==> config.mk <==
export PLATFORM = sky130hd
export DESIGN_NAME = assert_thread_dispatch
export DESIGN_NICKNAME = d
export VERILOG_FILES = /design/src/rtl/athr_pkg.sv /design/src/rtl/athr_ptr_rot.sv /design/src/rtl/athr_seq_unit.sv /design/src/rtl/athr_hit_merge.sv /design/src/rtl/assert_thread_dispatch.sv
export SDC_FILE = /design/constraint.sdc
export NUM_CORES = 1
export LEC_CHECK = 0
export ABC_AREA = 1
export BUFFER_PORTS_ARGS = -buffer_cell sky130_fd_sc_hd__buf_2
export CORE_AREA = 8 8 45 47
export DETAILED_ROUTE_END_ITERATION = 6
export DIE_AREA = 0 0 53 55
export PLACE_DENSITY = 0.71
export SETUP_SLACK_MARGIN = 0.5
export SYNTH_ARGS = -nofsm -noshare
export SYNTH_HDL_FRONTEND = slang
export SYNTH_HIERARCHICAL = 1
export SYNTH_SLANG_ARGS = --single-unit
export TNS_END_PERCENT = 20
==> constraint.sdc <==
create_clock -name clk -period 1.6 [get_ports clk]
set_input_delay 0 -clock clk [delete_from_list [all_inputs] [get_ports clk]]
set_output_delay 0 -clock clk [all_outputs]
set_load 0.03 [all_outputs]
==> src/rtl/athr_pkg.sv <==
package athr_pkg;
   // Variant of each replicated copy
   typedef enum logic {
      DETECT_FAIL  = 1'b0,   // consequent side: flag a missing step
      DETECT_MATCH = 1'b1    // antecedent side: flag a completed sequence
   } athr_mode_e;

   localparam int ATHR_MAX_STEPS = 8;
endpackage

==> src/rtl/athr_ptr_rot.sv <==
module athr_ptr_rot #(
   parameter int N_THREADS = 4
) (
   input  logic                 clk,
   input  logic                 rst_n,
   input  logic                 adv_i,
   output logic [N_THREADS-1:0] ptr_o
);
   localparam logic [N_THREADS-1:0] PTR_RST = N_THREADS'(1);

   logic [N_THREADS-1:0] ptr_q;
   logic [N_THREADS-1:0] ptr_next;

   always_comb begin
      ptr_next = ptr_q;
      if (adv_i)
         ptr_next = {ptr_q[N_THREADS-2:0], ptr_q[N_THREADS-1]};
   end

   always_ff @(posedge clk) begin
      if (!rst_n)
         ptr_q <= PTR_RST;
      else
         ptr_q <= ptr_next;
   end

   assign ptr_o = ptr_q;
endmodule

==> src/rtl/athr_seq_unit.sv <==
module athr_seq_unit
   import athr_pkg::*;
#(
   parameter int         STEPS = 2,
   parameter athr_mode_e MODE  = DETECT_FAIL
) (
   input  logic             clk,
   input  logic             rst_n,
   input  logic             tok_i,
   input  logic [STEPS-1:0] steps_i,
   output logic             hit_o
);
   // live_q[j]: a token is waiting for step j on the coming edge
   logic [STEPS-1:0] live_q;
   logic [STEPS-1:0] live_next;
   logic             hit_q;
   logic             hit_next;

   always_comb begin
      live_next[0] = tok_i;
   end

   for (genvar j = 1; j < STEPS; j++) begin : g_chain
      always_comb begin
         live_next[j] = live_q[j-1] & steps_i[j-1];
      end
   end

   if (MODE == DETECT_FAIL) begin : g_fail
      always_comb begin
         hit_next = |(live_q & ~steps_i);
      end
   end else begin : g_match
      always_comb begin
         hit_next = live_q[STEPS-1] & steps_i[STEPS-1];
      end
   end

   always_ff @(posedge clk) begin
      if (!rst_n) begin
         live_q <= '0;
         hit_q  <= 1'b0;
      end else begin
         live_q <= live_next;
         hit_q  <= hit_next;
      end
   end

   assign hit_o = hit_q;
endmodule

==> src/rtl/athr_hit_merge.sv <==
module athr_hit_merge #(
   parameter int N_THREADS = 4
) (
   input  logic [N_THREADS-1:0] hits_i,
   output logic                 any_o
);
   logic [N_THREADS:0] acc;

   assign acc[0] = 1'b0;
   for (genvar t = 0; t < N_THREADS; t++) begin : g_or
      assign acc[t+1] = acc[t] | hits_i[t];
   end

   assign any_o = acc[N_THREADS];
endmodule

==> src/rtl/assert_thread_dispatch.sv <==
module assert_thread_dispatch
   import athr_pkg::*;
#(
   parameter int         N_THREADS = 4,
   parameter int         STEPS     = 2,
   parameter athr_mode_e MODE      = DETECT_FAIL
) (
   input  logic                 clk,
   input  logic                 rst_n,
   input  logic                 trig_i,
   input  logic [STEPS-1:0]     steps_i,
   output logic                 verdict_o,
   output logic [N_THREADS-1:0] thread_hit_o,
   output logic [N_THREADS-1:0] ptr_o
);
   if (!(N_THREADS == 2 || N_THREADS == 4 || N_THREADS == 8)) begin : g_bad_threads
      $error("assert_thread_dispatch: N_THREADS must be 2, 4 or 8");
   end
   if (STEPS < 1 || STEPS > ATHR_MAX_STEPS) begin : g_bad_steps
      $error("assert_thread_dispatch: STEPS out of range 1..8");
   end

   logic [N_THREADS-1:0] ptr;
   logic [N_THREADS-1:0] tok;
   logic [N_THREADS-1:0] hits;

   athr_ptr_rot #(
      .N_THREADS(N_THREADS)
   ) u_rot (
      .clk   (clk),
      .rst_n (rst_n),
      .adv_i (trig_i),
      .ptr_o (ptr)
   );

   for (genvar t = 0; t < N_THREADS; t++) begin : g_thread
      assign tok[t] = trig_i & ptr[t];

      athr_seq_unit #(
         .STEPS (STEPS),
         .MODE  (MODE)
      ) u_unit (
         .clk     (clk),
         .rst_n   (rst_n),
         .tok_i   (tok[t]),
         .steps_i (steps_i),
         .hit_o   (hits[t])
      );
   end

   athr_hit_merge #(
      .N_THREADS(N_THREADS)
   ) u_merge (
      .hits_i (hits),
      .any_o  (verdict_o)
   );

   assign thread_hit_o = hits;
   assign ptr_o        = ptr;
endmodule

== Yosys cells after proc, flatten, opt, wreduce, memory -nomap -nowiden ==
Index checks and enable logic that the tools add are counted.

* Register bits: 16
* Input bits: 5
* Word-level logic and storage cells: 29
* Output and inout port bits: 9

* Reduce and logical (&&, ||, !) cells: 4
* Bitwise operators: 16

{| class="wikitable"
|+ Operators by type and width
! kind !! count
|-
| $and 1x1->1 || 8
|-
| $and 2x2->2 || 4
|-
| $reduce_or 2->1 || 4
|-
| $or 1x1->1 || 3
|-
| $not 2->2 || 1
|}

== Depth between registers and ports, before layout ==
* Depth in word-level cells: 3
* Depth in mapped cells: 4

== Hierarchy ==
The synthesis kept the hierarchy.

{| class="wikitable"
|+ Modules (own cells, without submodules)
! module !! instances !! cells an instance !! area each (µm²)
|-
| athr_seq_unit || 4 || 13 || 102.6
|-
| athr_ptr_rot || 1 || 24 || 171.4
|-
| assert_thread_dispatch || 1 || 8 || 30.0
|-
| athr_hit_merge || 1 || 3 || 11.3
|}

== Worst setup path before layout ==
Ideal clock, no wire load.

* Path kind: flip-flop to flip-flop
* From: register u_rot.ptr_q[2], in the netlist u_rot/ptr_o[2]
* To: register u_rot.ptr_q[3], in the netlist u_rot/ptr_o[3]
* Slack: 0.782 ns
* Buffers on the path: 0
* Cell stages (with the launch flop): 5
* Arrival: 0.754 ns
* Path through: dfxtp_1 inv_1 nand2_2 nand2_1 nor2_1

{| class="wikitable"
|+ RTL lines
! element !! line !! text
|-
| start, declared || athr_ptr_rot.sv:11 || <nowiki>logic [N_THREADS-1:0] ptr_q;</nowiki>
|-
| start signal, assigned || athr_ptr_rot.sv:24 || <nowiki>ptr_q <= ptr_next;</nowiki>
|}

== Worst setup path after layout ==
* From: register g_thread[1].u_unit.hit_q
* To: output verdict_o

* Word-level cells in the longest chain between the ends: 3

{| class="wikitable"
|+ Ends and longest elaborated chain
! element !! line !! text
|-
| start, declared || athr_seq_unit.sv:16 || <nowiki>logic hit_q;</nowiki>
|-
| start signal, assigned || athr_seq_unit.sv:45 || <nowiki>hit_q <= hit_next;</nowiki>
|-
| $or 1x1->1 (3 in a row) || athr_hit_merge.sv:11 || <nowiki>assign acc[t+1] = acc[t] | hits_i[t];</nowiki>
|-
| end, declared || assert_thread_dispatch.sv:12 || <nowiki>output logic verdict_o,</nowiki>
|}

Every way passes these cells.

==> results.cfg <==
[setup_path]
cp-start-kind = register
crit_chain = nor2_1 > nand2_1 > buf_2
r2r_start = u_rot/ptr_o[1]
worst_ep_required_time_ns = 1.60
path_class = reg -> out
cp.arrival_ns = 0.90
critPathMaxFanout = 2
ff2ff_setup_slack_ns = 0.92
crit_slowest_cell = dfxtp_1
reg2reg_to = u_rot/ptr_o[2]
slowest_delay_ns = 0.31
cp-end-kind = output port
r2r_cells = 4

[timing]
hold_viol = 0
tns_ns = 0
setup_ws_ns = 0.697
relSlewSlack = 0.859
finalSetupViolations = 0
fin_skew_ns = 0.00292
tightest_slew_ns = 0.212
period_share = 0.565
max_freq_ghz = 1.11
maxSlewViolCount = 0
timing.final.crit_period_ns = 0.903
rsz0062_at_grt = no

[clocking]
cts_max_path_buffers = 2
cts-resized-gates = 0
clkTransAtPathRegs_ns = 0.09
h-tree-depth = 1
cts_setup_buffers = 0
cts-root-buf = clkbuf_4
cts_tree = done
clk_latency_ns = 0.27
numCtsBuffers = 3
cts.sinks = 16

[floorplanning]
dieHeight_um = 55
fp-row-count = 14
ioPinCount = 14
die-area_um2 = 2920
core_area_um2 = 1380
dieWidth_um = 53
start_util = 0.450

[hold_path]
hp-class = in -> reg
hp-start = rst_n
holdPathEnd = u_rot/ptr_o[0]
hold-path-cell-count = 2

[detailed_routing]
ant_nets = 0
drc = 0
wl_per_cell_um = 8.09
wl_um = 971
vias = 496
drt_first_pass_iters = 2
via_per_inst = 4.13
drt-initial-drc-count = 1

[grt]
grtUsageTotal = 0.0813
grt_overflow = 0
first_global_vias = 462
antenna_found_initial = 0
grt_pass1_wl_um = 1720
grt_max_degree = 13

[cells_and_area]
final_common_cell = nand2_1
drive_above_1_share = 0.240
syn_to_final_growth_pct = 19.3
fin_nets = 110
diodes = 0
most-common-layout-cells = 27 x nand2_1, 23 x inv_1, 16 x dfxtp_1
stdcell_area_um2 = 743
n_fill_cell = 146

[synth]
synthesis.area_um2 = 623
postSynthCellCount = 87
yosys_warnings = 6
yosysUniqueCellTypes = 10
ys_seq_elements = 16
yosysSeqAreaShare = 0.514
syn-num-nets = 92
avgSynthCellArea_um2 = 7.16

[job]
cap_violations = 0

[place]
port_buffers = 13
place_hpwl_um = 760
placed_area_um2 = 697
gp_congestion = 0.638
dp_slack_ns = 0.929

[power]
ir_worst_vdd_v = 0.000504
power_density_nw_per_um2 = 1020
leakagePower_nw = 0.443

[status]
outcome = finished, final reports clean
==> worst max-delay path: cells and delay by family (launching register included) <==
kind	cells	cell delay, ns
flops	1	0.31
buf+inv	1	0.17
simple gates	2	0.15
==> report_power, final <==
group / total [mW] / switching, mW / internal, mW
Combinational: 0.0862 / 0.0585 / 0.0277
Clock: 0.254 / 0.116 / 0.138
Sequential: 0.422 / 0.00951 / 0.412
==> layout make-up <==
| type | instances | area, um2 | share of cell area |
|---|---|---|---|
| multi-input cells | 46 | 201 | 0.271 |
| clock buffers | 4 | 36.3 | 0.0488 |
| well taps | 16 | 20.0 | 0.0269 |
| repair buffers | 14 | 75.1 | 0.101 |
| flip-flops and latches | 16 | 320 | 0.431 |
| inverters | 24 | 90.1 | 0.121 |
==> synthesized netlist by cell type <==
| cell | instances | share of area |
|---|---|---|
| inv_2 | 1 | 0.0060 |
| nand3_1 | 1 | 0.0080 |
| a21oi_2 | 4 | 0.056 |
| nand2_2 | 2 | 0.020 |
| nand2_1 | 27 | 0.16 |
| dfxtp_1 | 16 | 0.51 |
| nor2_1 | 11 | 0.066 |
| nor2_2 | 1 | 0.010 |
| inv_1 | 23 | 0.14 |
| buf_6 | 1 | 0.018 |
==> registers in the layout, indices dropped and copies added (netlist names) <==
register,flops
u_rot/ptr_o,4
g_thread.u_unit/live_q,8
g_thread.u_unit/hit_o,4
==> routing by layer <==
metal	up-vias	GRT usage	wire, um	share of wire
li1	276	-	-	-
met1	206	0.0849	454	0.47
met2	12	0.133	436	0.45
met3	2	0.0267	72	0.074
met4	0	0.0647	8	0.0082
met5	-	0	0	0
==> through the flow <==
step | cells | util | power (mW) | hold WS, ns
after floorplan | 87 | - | 0.490 | 0.0841
after CTS | 120 | 0.537 | 0.780 | 0.00330
after global placement | 115 | 0.504 | 0.515 | 0.285
final | 120 | 0.537 | 0.762 | 0.0107
after detailed placement | 115 | 0.504 | 0.517 | 0.294
after global routing | 120 | 0.537 | 0.807 | 0.0203
==> timing repair <==
item,CTS,global route
endpoints found under the setup margin,0,0
endpoints found under the hold margin,4,0
hold buffers,1,0
==> worst max path at each step <==
stage / cells past startpoint / start / end
CTS: 3 / g_thread[3].u_unit/hit_o / verdict_o
floorplan: 4 / u_rot/ptr_o[2] / u_rot/ptr_o[3]
global route: 3 / g_thread[1].u_unit/hit_o / verdict_o
finish: 3 / g_thread[1].u_unit/hit_o / verdict_o
global placement: 4 / u_rot/ptr_o[0] / u_rot/ptr_o[1]
detailed placement: 4 / u_rot/ptr_o[1] / u_rot/ptr_o[2]
==> cells by family after synthesis <==
logic type,Yosys count,share of synthesized area
compound gates,4,0.0562
flops,16,0.514
buf+inv,25,0.163
simple gates,42,0.267
Note: power is estimated with default switching activity, not from simulation.
